**config.mk**
```make
export PLATFORM = sky130hd
export DESIGN_NAME = lcd_seg_level_gen
export DESIGN_NICKNAME = d
export VERILOG_FILES = /design/src/rtl/lcd_seg_pkg.sv /design/src/rtl/lcd_seg_seq.sv /design/src/rtl/lcd_seg_shadow.sv /design/src/rtl/lcd_seg_lane.sv /design/src/rtl/lcd_seg_level_gen.sv
export SDC_FILE = /design/constraint.sdc
export NUM_CORES = 1
export LEC_CHECK = 0
export ABC_CLOCK_PERIOD_IN_PS = 14200
export BUFFER_PORTS_ARGS = -buffer_cell sky130_fd_sc_hd__buf_2
export CAP_MARGIN = 20
export CORE_UTILIZATION = 51
export DETAILED_ROUTE_END_ITERATION = 12
export PLACE_DENSITY = 0.73
export RECOVER_POWER = 25
export SYNTH_ARGS = -nofsm -noshare
export SYNTH_HDL_FRONTEND = slang
export SYNTH_HIERARCHICAL = 1
export SYNTH_SLANG_ARGS = --single-unit
```
**constraint.sdc**
```tcl
create_clock -name clk -period 14.2 [get_ports clk]
set_input_delay 2.13 -clock clk [delete_from_list [all_inputs] [get_ports clk]]
set_output_delay 2.13 -clock clk [all_outputs]
set_load 0.02 [all_outputs]
```
**src/rtl/lcd_seg_pkg.sv**
```systemverilog
package lcd_seg_pkg;

  localparam int PH_W    = 3;
  localparam int NUM_COM = 1 << PH_W;
  localparam int LVL_W   = 3;

  typedef enum logic [LVL_W-1:0] {
    LVL_VSS  = 3'd0,
    LVL_Q1   = 3'd1,
    LVL_T1   = 3'd2,
    LVL_HALF = 3'd3,
    LVL_T2   = 3'd4,
    LVL_Q3   = 3'd5,
    LVL_VLCD = 3'd6
  } lvl_e;

  typedef enum logic [1:0] {
    BIAS_HALF  = 2'd0,
    BIAS_THIRD = 2'd1,
    BIAS_QUART = 2'd2,
    BIAS_QALT  = 2'd3
  } bias_e;

  // Number of phases in a frame for a duty code.
  function automatic logic [PH_W:0] duty_len(input logic [2:0] code);
    case (code)
      3'd0:    duty_len = 4'd1;
      3'd1:    duty_len = 4'd2;
      3'd2:    duty_len = 4'd3;
      3'd3:    duty_len = 4'd4;
      default: duty_len = 4'd8;
    endcase
  endfunction

  // Drive level for one segment given its pixel, polarity and bias.
  function automatic lvl_e seg_level(input logic pix, input logic odd,
                                     input logic [1:0] bias);
    if (pix) begin
      seg_level = odd ? LVL_VSS : LVL_VLCD;
    end else begin
      case (bias_e'(bias))
        BIAS_HALF:  seg_level = odd ? LVL_VLCD : LVL_VSS;
        BIAS_THIRD: seg_level = odd ? LVL_T2 : LVL_T1;
        default:    seg_level = LVL_HALF;
      endcase
    end
  endfunction

endpackage

```
**src/rtl/lcd_seg_seq.sv**
```systemverilog
module lcd_seg_seq
  import lcd_seg_pkg::*;
(
  input  logic            clk,
  input  logic            rst_n,
  input  logic            enable,
  input  logic            phase_tick,
  input  logic [2:0]      duty_cur,
  output logic [PH_W-1:0] com_idx,
  output logic            odd_frame,
  output logic [PH_W-1:0] nxt_phase,
  output logic            nxt_odd,
  output logic            frame_start,
  output logic            load_lvl
);

  logic running;
  logic last_phase;
  logic step;

  assign last_phase  = ({1'b0, com_idx} == (duty_len(duty_cur) - 4'd1));
  assign step        = enable & running & phase_tick;
  assign frame_start = (enable & ~running) | (step & last_phase);
  assign load_lvl    = (enable & ~running) | step;

  always_comb begin
    if (!running) begin
      nxt_phase = '0;
      nxt_odd   = 1'b1;
    end else if (last_phase) begin
      nxt_phase = '0;
      nxt_odd   = ~odd_frame;
    end else begin
      nxt_phase = com_idx + 1'b1;
      nxt_odd   = odd_frame;
    end
  end

  always_ff @(posedge clk or negedge rst_n) begin
    if (!rst_n) begin
      running   <= 1'b0;
      com_idx   <= '0;
      odd_frame <= 1'b1;
    end else if (!enable) begin
      running   <= 1'b0;
      com_idx   <= '0;
      odd_frame <= 1'b1;
    end else if (load_lvl) begin
      running   <= 1'b1;
      com_idx   <= nxt_phase;
      odd_frame <= nxt_odd;
    end
  end


  phase_step_chk: assert property (@(posedge clk) disable iff (!rst_n)
    (step && !last_phase) |=> (com_idx == $past(com_idx) + 1'b1));


  phase_wrap_chk: assert property (@(posedge clk) disable iff (!rst_n)
    (step && last_phase) |=> (com_idx == '0));


  frame_flip_chk: assert property (@(posedge clk) disable iff (!rst_n)
    (step && last_phase) |=> (odd_frame != $past(odd_frame)));


  start_state_chk: assert property (@(posedge clk) disable iff (!rst_n)
    (enable && !running) |=> (com_idx == '0 && odd_frame));

endmodule

```
**src/rtl/lcd_seg_shadow.sv**
```systemverilog
module lcd_seg_shadow
  import lcd_seg_pkg::*;
#(
  parameter int NUM_SEG = 44,
  localparam int RAM_W  = NUM_COM * NUM_SEG
) (
  input  logic             clk,
  input  logic             rst_n,
  input  logic             frame_start,
  input  logic [2:0]       duty_in,
  input  logic [1:0]       bias_in,
  input  logic [RAM_W-1:0] ram_in,
  output logic [2:0]       duty_cur,
  output logic [1:0]       bias_eff,
  output logic [RAM_W-1:0] ram_eff
);

  logic [1:0]       bias_q;
  logic [RAM_W-1:0] ram_q;

  always_ff @(posedge clk or negedge rst_n) begin
    if (!rst_n) begin
      duty_cur <= '0;
      bias_q   <= '0;
      ram_q    <= '0;
    end else if (frame_start) begin
      duty_cur <= duty_in;
      bias_q   <= bias_in;
      ram_q    <= ram_in;
    end
  end

  // The first phase of a frame already uses the values being captured.
  assign bias_eff = frame_start ? bias_in : bias_q;
  assign ram_eff  = frame_start ? ram_in  : ram_q;


  shadow_hold_chk: assert property (@(posedge clk) disable iff (!rst_n)
    !frame_start |=> ($stable(duty_cur) && $stable(bias_q) && $stable(ram_q)));

endmodule

```
**src/rtl/lcd_seg_lane.sv**
```systemverilog
module lcd_seg_lane
  import lcd_seg_pkg::*;
(
  input  logic               clk,
  input  logic               rst_n,
  input  logic               enable,
  input  logic               load_lvl,
  input  logic [NUM_COM-1:0] pix_row,
  input  logic [PH_W-1:0]    phase,
  input  logic               odd,
  input  logic [1:0]         bias,
  output logic [LVL_W-1:0]   lvl_o
);

  lvl_e lvl_q;

  always_ff @(posedge clk or negedge rst_n) begin
    if (!rst_n) begin
      lvl_q <= LVL_VSS;
    end else if (!enable) begin
      lvl_q <= LVL_VSS;
    end else if (load_lvl) begin
      lvl_q <= seg_level(pix_row[phase], odd, bias);
    end
  end

  assign lvl_o = lvl_q;


  off_vss_chk: assert property (@(posedge clk) disable iff (!rst_n)
    !enable |=> (lvl_q == LVL_VSS));


  lvl_hold_chk: assert property (@(posedge clk) disable iff (!rst_n)
    (enable && !load_lvl) |=> $stable(lvl_q));

  // only the five segment levels can appear
  legal_code_chk: assert property (@(posedge clk) disable iff (!rst_n)
    enable |=> (lvl_q != LVL_Q1 && lvl_q != LVL_Q3 && lvl_q != 3'd7));

endmodule

```
**src/rtl/lcd_seg_level_gen.sv**
```systemverilog
module lcd_seg_level_gen
  import lcd_seg_pkg::*;
#(
  parameter int NUM_SEG = 44,
  localparam int RAM_W  = NUM_COM * NUM_SEG,
  localparam int OUT_W  = LVL_W * NUM_SEG
) (
  input  logic             clk,
  input  logic             rst_n,
  input  logic             enable,
  input  logic             phase_tick,
  input  logic [2:0]       duty_sel,
  input  logic [1:0]       bias_sel,
  input  logic [RAM_W-1:0] pix_ram,
  output logic [PH_W-1:0]  com_idx,
  output logic             odd_frame,
  output logic [OUT_W-1:0] seg_lvl
);

  logic [2:0]       duty_cur;
  logic [1:0]       bias_eff;
  logic [RAM_W-1:0] ram_eff;
  logic [PH_W-1:0]  nxt_phase;
  logic             nxt_odd;
  logic             frame_start;
  logic             load_lvl;

  lcd_seg_seq u_seq (
    .clk         (clk),
    .rst_n       (rst_n),
    .enable      (enable),
    .phase_tick  (phase_tick),
    .duty_cur    (duty_cur),
    .com_idx     (com_idx),
    .odd_frame   (odd_frame),
    .nxt_phase   (nxt_phase),
    .nxt_odd     (nxt_odd),
    .frame_start (frame_start),
    .load_lvl    (load_lvl)
  );

  lcd_seg_shadow #(.NUM_SEG(NUM_SEG)) u_shadow (
    .clk         (clk),
    .rst_n       (rst_n),
    .frame_start (frame_start),
    .duty_in     (duty_sel),
    .bias_in     (bias_sel),
    .ram_in      (pix_ram),
    .duty_cur    (duty_cur),
    .bias_eff    (bias_eff),
    .ram_eff     (ram_eff)
  );

  // segment s under common c reads bit c*NUM_SEG+s
  for (genvar s = 0; s < NUM_SEG; s++) begin : g_seg
    logic [NUM_COM-1:0] row;
    for (genvar c = 0; c < NUM_COM; c++) begin : g_com
      assign row[c] = ram_eff[c*NUM_SEG + s];
    end
    lcd_seg_lane u_lane (
      .clk      (clk),
      .rst_n    (rst_n),
      .enable   (enable),
      .load_lvl (load_lvl),
      .pix_row  (row),
      .phase    (nxt_phase),
      .odd      (nxt_odd),
      .bias     (bias_eff),
      .lvl_o    (seg_lvl[s*LVL_W +: LVL_W])
    );
  end


  off_idle_chk: assert property (@(posedge clk) disable iff (!rst_n)
    !enable |=> (com_idx == '0 && odd_frame && seg_lvl == '0));

endmodule

```
# After elaboration in Yosys (flattened, before gate mapping)
# Cells that the tools add are included.
[classes]
addsub = 2
multipliers = 0
div = 0
n_lt_le_gt_ge = 1
eq_ne = 6
shift = 0
n_mux = 237
n_bitwise = 8
n_reduce_logical = 2
[op_table]
columns = ["operator", "count"]
rows = [
  ["$mux 3", 139],
  ["$mux 352", 1],
  ["$bmux 1 s3", 44],
  ["$mux 1", 50],
  ["$pmux 4 s4", 1],
  ["$eq 3x2->1 const B", 2],
  ["$pmux 3 s2", 1],
  ["$and 1x1->1", 4],
  ["$eq 3x4->1", 1],
  ["$lt 3x4->1 const B", 1],
  ["$sub 4x1->4 const B", 1],
  ["$add 3x1->3 const B", 1],
  ["$eq 3x1->1 const B", 1],
  ["$logic_not 3->1", 1],
  ["$eq 2x1->1 const B", 1],
  ["$logic_not 2->1", 1],
  ["$mux 2", 1],
  ["$ne 2x1->1 const B", 1],
  ["$not 1->1", 2],
  ["$or 1x1->1", 2],
]
[totals]
register_bits = 494
latchBits = 0
mem_bits_rw = 0
rom_bits = 0
input_bits = 361
elab_cells = 306
mem_count = 0

# Longest topological paths before layout
# Gate-level depths: netlist (run 1).
[depth]
ltp_word = 12
depth_mapped = 15

# Modules after synthesis
# Netlist (run 1), hierarchy kept.
[modules_own_cells]
columns = ["module", "n_inst", "cells_per_inst", "area_each_um2", "seq_area_each_um2"]
rows = [
  ["lcd_seg_shadow", 1, 754, 14689.1, 8933.6],
  ["lcd_seg_lane", 44, 20, 242.7, 75.1],
  ["lcd_seg_seq", 1, 46, 427.9, 126.4],
]

# Worst setup path after synthesis (run 1)
# OpenSTA, ideal clock, no wires.
[synth_timing]
kind = "input-to-reg"
start = "input phase_tick"
end = "register g_seg[0].u_lane.lvl_q[2]"
setup_time_ns = 0.188
arrival_ns = 15.094
t_required_ns = 14.012
setup_slack_ns = -1.082
stages = 4
path_buffers = 0
path_cell_list = "inv_1 a21boi_0 o21ai_0 a31oi_1"
[synth_via]
word_cells_on_any_way = 15
classes_between = "eq/ne: 2; mux: 8; bitwise: 4; reduce/logical: 1"
[synth_rtl]
columns = ["item", "line_no", "text"]
rows = [
  ["from (decl)", "lcd_seg_level_gen.sv:11", "input logic phase_tick,"],
  ["$and 1x1->1", "lcd_seg_seq.sv:22", "assign step = enable & running & phase_tick;"],
  ["$or 1x1->1", "lcd_seg_seq.sv:24", "assign load_lvl = (enable & ~running) | step;"],
  ["named net load_lvl", "lcd_seg_level_gen.sv:26", "logic load_lvl;"],
  ["$ne 2x1->1 (no line)", "-", ""],
  ["to (signal assigned)", "lcd_seg_lane.sv:23", "lvl_q <= seg_level(pix_row[phase], odd, bias);"],
  ["to (decl)", "lcd_seg_lane.sv:15", "lvl_e lvl_q;"],
]
# The timed path passes the listed nets, and every way through them passes these cells. The select of a mux whose other input is x is not followed.
# A chain may end at the register's enable or synchronous reset.

# Worst setup path in the final report (run 1)
[layout_timing]
start = "input enable"
end = "register g_seg[3].u_lane.lvl_q[1]"
[layout_via]
elab_chain_len = 10
word_cells_on_any_way = 17
classes_between = "eq/ne: 2; mux: 8; bitwise: 6; reduce/logical: 1"
[layout_rtl]
columns = ["item", "line_no", "text"]
rows = [
  ["from (decl)", "lcd_seg_level_gen.sv:10", "input logic enable,"],
  ["$and 1x1->1 (2 in series)", "lcd_seg_seq.sv:22", ""],
  ["$and 1x1->1", "lcd_seg_seq.sv:23", "assign frame_start = (enable & ~running) | (step & last_phase);"],
  ["$or 1x1->1 *", "lcd_seg_seq.sv:23", ""],
  ["named net frame_start", "lcd_seg_level_gen.sv:25", "logic frame_start;"],
  ["$mux 2 *", "lcd_seg_shadow.sv:34", "assign bias_eff = frame_start ? bias_in : bias_q;"],
  ["named net bias_eff[1]", "lcd_seg_level_gen.sv:21", "logic [1:0] bias_eff;"],
  ["$eq 2x1->1 / $logic_not 2->1 (equally long branches)", "lcd_seg_pkg.sv:41", "case (bias_e'(bias))"],
  ["$pmux 3 s2 *", "lcd_seg_pkg.sv:41", ""],
  ["$mux 3 *", "lcd_seg_pkg.sv:38", "if (pix) begin"],
  ["$mux 3 *", "lcd_seg_lane.sv:22", "end else if (load_lvl) begin"],
  ["$mux 3 *", "lcd_seg_lane.sv:20", "end else if (!enable) begin"],
  ["to (signal assigned)", "lcd_seg_lane.sv:23", ""],
  ["to (decl)", "lcd_seg_lane.sv:15", ""],
]
# Mark *: on every way through the listed nets, which the timed path passes. The rest lies on a longest branch. The select of a mux whose other input is x is not followed.

==> flow_summary_export.csv, run 1 <==
group,metric,value,unit
yosys,synth_cell_types,41,
cells_and_area,fin_nets,2576,
sta,fin_tns_setup,0,ns
clock_network,ctsResizeCount,0,
floorplan,die_x,227,um
yosys,synth_ff_type,"dfrtp_1",
clock_network,cts_buffer_depth,3,
sta,min_period,9.02,ns
power_and_ir_drop,power_density,139,nW/um^2
critical_path,required,14.69,ns
yosys,synth_nets,2043,
global_routing,grt_pass1_vias,17600,
place,dpl_cell_area,28900,sq um
place,dp_hpwl,42300,um
route,drc,0,
sta,fmax,0.111,GHz
clock_network,cts_tree,"built",
global_routing,antenna_found_initial,13,
critical_path,critPathBufInv,3,
sta,worstMarginPinSlew,6.25,ns
clock_network,root_buffer,"clkbuf_16",
power_and_ir_drop,seqPwrFrac,0.404,
sta,rsz0062_at_grt,"no",
global_routing,grt_pass1_wl,101000,um
floorplan,num_rows,82,
place,dpl.cell_count,2827,
critical_path,critPathLaunch,"enable",
floorplan,core_area,50100,sq um
power_and_ir_drop,netSwitchingFraction,0.284,
route,finalWirelength,66100,um
power_and_ir_drop,p_comb_frac,0.269,
critical_path,endpoint,"g_seg[3].u_lane/lvl_o[1]",
yosys,synth_top_family_by_area,"multiplexers",
yosys,avgSynthCellArea,15.4,sq um
global_routing,track_usage,0.252,
route,drt_first_iter_violations,1083,
run,maxCapViolCount,4,
clock_network,cts_setup_buffers,0,
cells_and_area,area_growth,18.4,%
sta,hold_viol_final,0,
yosys,synth_mux_area_frac,0.332,
sta,setup_viol,0,
floorplan,ios,497,
critical_path,cp.arrival,9.51,ns
clock_network,numCtsBuffers,54,
power_and_ir_drop,power_frac_clock,0.327,
sta,period_share,0.635,
route,drtPass1Iterations,7,
power_and_ir_drop,irDropWorstVdd,0.104,mV
cells_and_area,multi_input_area,13000,sq um
power_and_ir_drop,p_leak,13.7,nW
clock_network,cts.sinks,494,
critical_path,r2r_end,"g_seg[3].u_lane/lvl_o[1]",
critical_path,r2r_cells,12,
yosys,synthSimpleGateAreaFrac,0.119,
sta,worst_slack,5.18,ns
clock_network,htree_levels,2,
route,vias,16900,
cells_and_area,postLayoutCellArea,30500,sq um
cells_and_area,post-route-util,0.610,
global_routing,grt_max_degree,178,
clock_network,postCtsHoldBufs,0,
power_and_ir_drop,p_int,3.04,mW
critical_path,crit_chain,"clkbuf_1, a21boi_0, buf_4, buf_4, mux2_8, nor4_1, and2_2, nor3_1",
route,drt-wirelength-per-cell,22.5,um
critical_path,crit-reg2reg-launch,"u_shadow/duty_cur[0]",
critical_path,rrSetupSlack,7.18,ns
power_and_ir_drop,p_sw,1.21,mW
yosys,synth-edff-count,0,
yosys,ys_seq_area_frac,0.479,
cells_and_area,drive_gt1_frac,0.446,
yosys,synthAdderAreaFrac,0.000970,
floorplan,initial_utilization,0.515,
clock_network,clock_latency,0.60,ns
yosys,ys.warnings.count,6,
cells_and_area,finalNonFillerCells,2935,
critical_path,critPathKind,"in -> reg",
route,vias_per_cell,5.76,
cells_and_area,n_fill_cell,3817,
floorplan,die_area,51500,sq um
outcome,status,"complete, but fails checks",
yosys,syn-cell-area,25800,sq um
critical_path,critPathMaxFanout,177,
yosys,synth_top_area_cell,"dfrtp_1",
place,io_buffers,496,
cells_and_area,seq_area,12400,sq um
route,ant_nets,0,
global_routing,grt_overflow,0,
sta,drv_slew,235,
place,gp_congestion,0.821,
clock_network,cts.reportedPaths.clkPinSlew,0.06,ns
yosys,async_reset_ff_frac,1.00,
critical_path,worst-path-stages,8,
yosys,synth-xor-area-share,0.00170,
yosys,synth_compound_area_frac,0.0457,
yosys,synthTopCellsByArea,"dfrtp_1, mux2_4, mux4_1, mux2i_4, nand3b_1",
sta,finalClockSkew,0.0192,ns
sta,slew_headroom,-3.16,
yosys,syn_inst,1680,
worst_hold_path,hp-class,"reg -> reg",
critical_path,end_kind,"register",
critical_path,slowest_stage,"clkbuf_1",
critical_path,path_delay_family,"buffers and inverters",
yosys,yosys.area.top_type_share,0.478,
critical_path,slowest_delay,1.86,ns
critical_path,crit_top_cell,"buf_4",
yosys,synth-seq-cells,494,
floorplan,die_y,227,um
place,place_ws,7.43,ns
outcome,violations,"max-capacitance violations, max-slew violations",
critical_path,crit_path_start_kind,"input port",
[synth_stat cells (2+ instances only)]
cell type	count
a31oi_1	88
mux2i_4	44
dfrtp_1	493
buf_2	3
a21boi_1	45
nor3b_1	45
xor2_1	2
or2_2	45
buf_6	26
ha_1	2
o32ai_1	2
mux4_1	88
nor3_1	44
xnor2_1	3
mux2_4	331
nor4_1	44
nand3_1	45
and2_2	44
nand3b_1	89
inv_1	3
o21ai_0	44
buf_12	2
mux2_2	27
nand2b_1	46
and3b_1	46
nand2_1	4
buf_8	11
[power by group through the flow]
stage	clock network (mW)	logic (mW)	registers, mW
floorplan	0	0.816	1.76
global placement	0	1.10	1.73
detailed placement	0	1.14	1.73
CTS	1.42	1.15	1.72
global route	1.47	1.22	1.74
finish	1.39	1.14	1.72
[cells in the final DEF (no fill, tap or decap), types with 4 or more instances in the layout]
| cell type | netlist | routed |
|---|---|---|
| buf_2 | 3 | 404 |
| diode_2 | 0 | 10 |
| a21boi_1 | 45 | 44 |
| nand2_1 | 4 | 4 |
| dfrtp_1 | 493 | 493 |
| buf_4 | 0 | 20 |
| clkbuf_1 | 1 | 110 |
| or2_2 | 45 | 45 |
| o21ai_0 | 44 | 44 |
| nor3_1 | 44 | 44 |
| nand2b_1 | 46 | 46 |
| a31oi_1 | 88 | 88 |
| clkbuf_8 | 0 | 7 |
| clkinv_2 | 0 | 11 |
| mux2_2 | 27 | 23 |
| nor3b_1 | 45 | 44 |
| clkbuf_16 | 0 | 57 |
| nand3b_1 | 89 | 89 |
| mux2_4 | 331 | 331 |
| mux2i_4 | 44 | 44 |
| mux4_1 | 88 | 88 |
| nor4_1 | 44 | 44 |
| nand3_1 | 45 | 45 |
| and2_2 | 44 | 44 |
| and3b_1 | 46 | 44 |
[through the flow]
stage	power [mW]	hold slack, ns
after floorplan	2.57	0.464
after global placement	2.83	0.473
after detailed placement	2.87	0.474
after CTS	4.28	0.490
after global routing	4.44	0.496
final	4.25	0.485
[worst min path at each step]
stage                   startpoint                  end  cells past startpoint
6_report         u_shadow/ram_q[3]    u_shadow/ram_q[3]                      1
5_1_grt        u_shadow/ram_q[297]  u_shadow/ram_q[297]                      1
3_5_place_dp    u_shadow/ram_q[64]   u_shadow/ram_q[64]                      1
4_1_cts        u_shadow/ram_q[164]  u_shadow/ram_q[164]                      1
3_3_place_gp   u_shadow/ram_q[167]  u_shadow/ram_q[167]                      1
2_1_floorplan  u_shadow/ram_q[132]  u_shadow/ram_q[132]                      1
[layer usage]
metal	GRT usage	wire length (um)	vias to the layer above
li1	-	-	7577
met4	0.103	2530	6
met3	0.0571	3980	130
met5	0	31	-
met2	0.405	31800	508
met1	0.331	27700	8679
[layout make-up]
class / instances / area share
clock inverters: 15 / 0.00500
flip-flops and latches: 494 / 0.405
inverters: 3 / 0.000369
clock buffers: 81 / 0.0520
diodes: 10 / 0.000820
well taps: 672 / 0.0275
repair buffers: 520 / 0.0850
multi-input cells: 1140 / 0.424
[flip-flops by register name (all words and copies together) (netlist names)]
signal and flops:
u_shadow/ram_q 352, g_seg.u_lane/lvl_o 132, u_seq/com_idx 3, u_shadow/duty_cur 3, u_shadow/bias_q 2, u_seq/odd_frame 1
u_seq/running 1
[logic make-up after synthesis]
logic type	count (synthesis)
xor+xnor	5
fa+ha+maj	2
buf+inv	46
mux	490
flops	494
compound gates	186
simple gates	457
[worst register-to-register path: stages, from the launching register on]
cell,delay [ns]
dfrtp_1,0.44
or2_2,0.32
ha_1,0.29
xnor2_1,0.17
a211oi_2,0.28
nand2_1,0.09
a21boi_0,1.74
buf_4,0.85
buf_4,0.95
mux2_8,1.04
nor4_1,0.30
and2_2,0.24
nor3_1,0.21
(Power assumes the default switching activity.)
==> run 2, diff against run 1 <==
Settings changed: ABC_AREA set to 1, ABC_CLOCK_PERIOD_IN_PS 14200 to 8300, CORE_UTILIZATION 51 to 56, PLACE_DENSITY 0.73 to 0.76.
Clock period 14.2 ns to 8.3 ns, I/O delays scaled along.
==> run 2 against run 1 <==
The run still ends with max-capacitance violations, max-slew violations left. Power increased by 79%. Critical path depth is 5 higher. Flip-flop and latch count unchanged. Clock power is 78% higher. Hold slack got worse by 0.020 ns. Cell area up 1.8%. Global-route usage increased by 5.4 points. First-iteration DRC count increased by 75%. Combinational power is 93% higher. Cell count is 66% higher. Register-to-register slack worse by 3.8 ns. Largest cell class is now sequential cells.
==> flow_summary_export.csv, run 2 <==
group,metric,value,unit
worst_hold_path,hold_path_end,"u_shadow/ram_q[267]",
outcome,status,"complete, but fails checks",
route,vias_per_cell,4.99,
yosys,synth-xor-area-share,0.000665,
yosys,synth_top_area_cell,"dfrtp_1",
yosys,synth_ff_type,"dfrtp_1",
clock_network,postCtsHoldBufs,0,
critical_path,critPathMaxFanout,83,
place,gp_congestion,0.871,
route,finalWirelength,73400,um
worst_hold_path,min_from,"u_shadow/ram_q[267]",
critical_path,critPathKind,"in -> reg",
yosys,async_reset_ff_frac,1.00,
yosys,ys.warnings.count,6,
cells_and_area,area_growth,18.0,%
yosys,synth_top_family_by_area,"simple AND/OR/NAND/NOR gates",
global_routing,antenna_found_initial,5,
cells_and_area,post-route-util,0.669,
yosys,synth_mux_area_frac,0,
global_routing,grt_max_degree,195,
route,ant_nets,0,
sta,setup_viol,0,
yosys,synth.most_common_cell,"nand2_1",
cells_and_area,final_cell_mix,"nand2_1, inv_1, buf_2, dfrtp_1, nand3_1",
yosys,synth_common_cells,"nand2_1, inv_1, dfrtp_1",
outcome,violations,"max-capacitance violations, max-slew violations",
route,drc,0,
sta,hold_viol_final,0,
critical_path,r2r_cells,17,
floorplan,die_y,219,um
cells_and_area,drive_gt1_frac,0.199,
floorplan,die_x,219,um
place,dp_hpwl,48300,um
critical_path,r2r_end,"g_seg[4].u_lane/lvl_o[1]",
clock_network,htree_levels,2,
yosys,ys_seq_area_frac,0.470,
yosys,avgSynthCellArea,7.07,sq um
route,drt-wirelength-per-cell,15.1,um
cells_and_area,largest-register,"u_shadow/ram_q",
critical_path,rrSetupSlack,3.41,ns
sta,worstMarginPinSlew,3.19,ns
yosys,synthAdderAreaFrac,0.000950,
yosys,synth_nets,4085,
yosys,synth_compound_area_frac,0.0224,
critical_path,crit-reg2reg-launch,"u_shadow/duty_cur[0]",
sta,fin_tns_setup,0,ns
cells_and_area,fin_nets,4578,
sta,period_share,0.595,
clock_network,cts_buffer_depth,3,
place,io_buffers,496,
sta,finalClockSkew,0.0156,ns
route,drt_first_iter_violations,1897,
clock_network,cts_setup_buffers,0,
clock_network,ctsResizeCount,0,
clock_network,root_buffer,"clkbuf_16",
yosys,synth-seq-cells,494,
critical_path,cp.arrival,5.48,ns
yosys,syn-cell-area,26300,sq um
power_and_ir_drop,power_density,245,nW/um^2
route,drtPass1Iterations,5,
yosys,yosys.area.top_type_share,0.469,
sta,min_period,4.94,ns
yosys,synth-edff-count,0,
yosys,synth_cell_types,27,
floorplan,initial_utilization,0.567,
yosys,synthSimpleGateAreaFrac,0.393,
worst_hold_path,whs_path_depth,2,
clock_network,cts_tree,"built",
sta,drv_slew,307,
yosys,synthTopCellsByArea,"dfrtp_1, nand2_1, inv_1, nand3_1, nand3_2",
floorplan,num_rows,79,
power_and_ir_drop,irDropWorstVdd,0.209,mV
sta,fmax,0.202,GHz
floorplan,core_area,46500,sq um
clock_network,clock_latency,0.60,ns
clock_network,cts.sinks,494,
clock_network,numCtsBuffers,52,
critical_path,end_kind,"register",
global_routing,grt_overflow,0,
critical_path,crit_path_start_kind,"input port",
cells_and_area,final_common_cell,"nand2_1",
sta,slew_headroom,-1.13,
cells_and_area,largest_register_ffs,352,
sta,rsz0062_at_grt,"no",
power_and_ir_drop,p_leak,19.0,nW
global_routing,grt_pass1_wl,116000,um
global_routing,track_usage,0.306,
run,maxCapViolCount,3,
floorplan,ios,497,
worst_hold_path,hp-class,"reg -> reg",
floorplan,die_area,47900,sq um
global_routing,grt_pass1_vias,23100,
clock_network,cts.reportedPaths.clkPinSlew,0.06,ns
route,vias,24300,
critical_path,required,8.84,ns
yosys,syn_inst,3722,
run 2: cell count changes in the layout (fill, tap and decap cells not counted), sizes merged, moves of 50 or more:
| cell | previous run | this run |
|---|---|---|
| a31oi | 88 | 0 |
| mux2 | 358 | 0 |
| buf | 427 | 515 |
| inv | 3 | 626 |
| mux4 | 88 | 0 |
| nor2 | 0 | 50 |
| nand3 | 45 | 446 |
| nand2 | 4 | 1882 |
| clkbuf | 174 | 72 |
| nand3b | 89 | 0 |
run 2: cell type report:
type                            instances  area [sq um]
Clock buffer                           68          1470
Inverter                              627          2370
Antenna cell                            3          7.51
Tap cell                              607           759
Clock inverter                         27           340
Sequential cell                       494         12400
Timing Repair Buffer                  519          2720
Multi-Input combinational cell       2521         11000
Fill cell                            4048         15400
run 2: critical path, cell delays in order:
cell and delay, ns:
clkbuf_1 0.31, nand3_1 0.35, o22ai_4 0.35, buf_4 0.39, buf_4 0.73, nand2_1 0.21
nand2_4 0.49, buf_4 0.77, o21bai_1 0.22, a21oi_1 0.06, nand2_1 0.09, nand3_1 0.06
nand2_1 0.06
run 2: metal layers:
metal  up-vias  track usage  wire length (um)
met5         -            0                31
met4         4        0.126              2820
met3       149       0.0511              5050
met2       772        0.504             34600
met1     11200        0.400             31000
li1      12100            -                 -
run 2: power breakdown:
part | internal [mW] | total (mW) | switching, mW
combinational | 0.723 | 2.20 | 1.47
clock | 1.49 | 2.47 | 0.979
sequential | 2.79 | 2.94 | 0.142
total | 5.01 | 7.60 | 2.60
run 2: worst max path at each step:
stage,startpoint,endpoint,slack (ns)
2_1_floorplan,u_shadow/duty_cur[0],g_seg[0].u_lane/lvl_o[1],1.14
3_3_place_gp,enable,g_seg[15].u_lane/lvl_o[1],3.26
3_5_place_dp,enable,g_seg[2].u_lane/lvl_o[1],3.14
4_1_cts,u_shadow/duty_cur[0],g_seg[2].u_lane/lvl_o[1],3.42
5_1_grt,enable,g_seg[2].u_lane/lvl_o[1],3.03
6_report,enable,g_seg[4].u_lane/lvl_o[1],3.36
run 2: logic make-up (layout without fill, tap and decap cells):
family	count (synthesis)	in the layout
other	0	3
buffers and inverters	707	1241
flip-flops	494	494
AO/OA/AOI/OAI	95	95
adder cells (fa/ha/maj)	2	2
AND/OR/NAND/NOR	2422	2422
XOR/XNOR	2	2
run 2: metrics by stage:
step,instances,worst slack (ns),area [sq um],power (mW),hold WS (ns)
floorplan,3722,1.14,26300,4.59,0.438
global placement,4766,3.26,29200,5.09,0.450
detailed placement,4766,3.14,29200,5.14,0.455
CTS,4861,3.42,31100,7.63,0.469
global route,4865,3.03,31100,8.05,0.478
finish,4866,3.36,31100,7.60,0.465
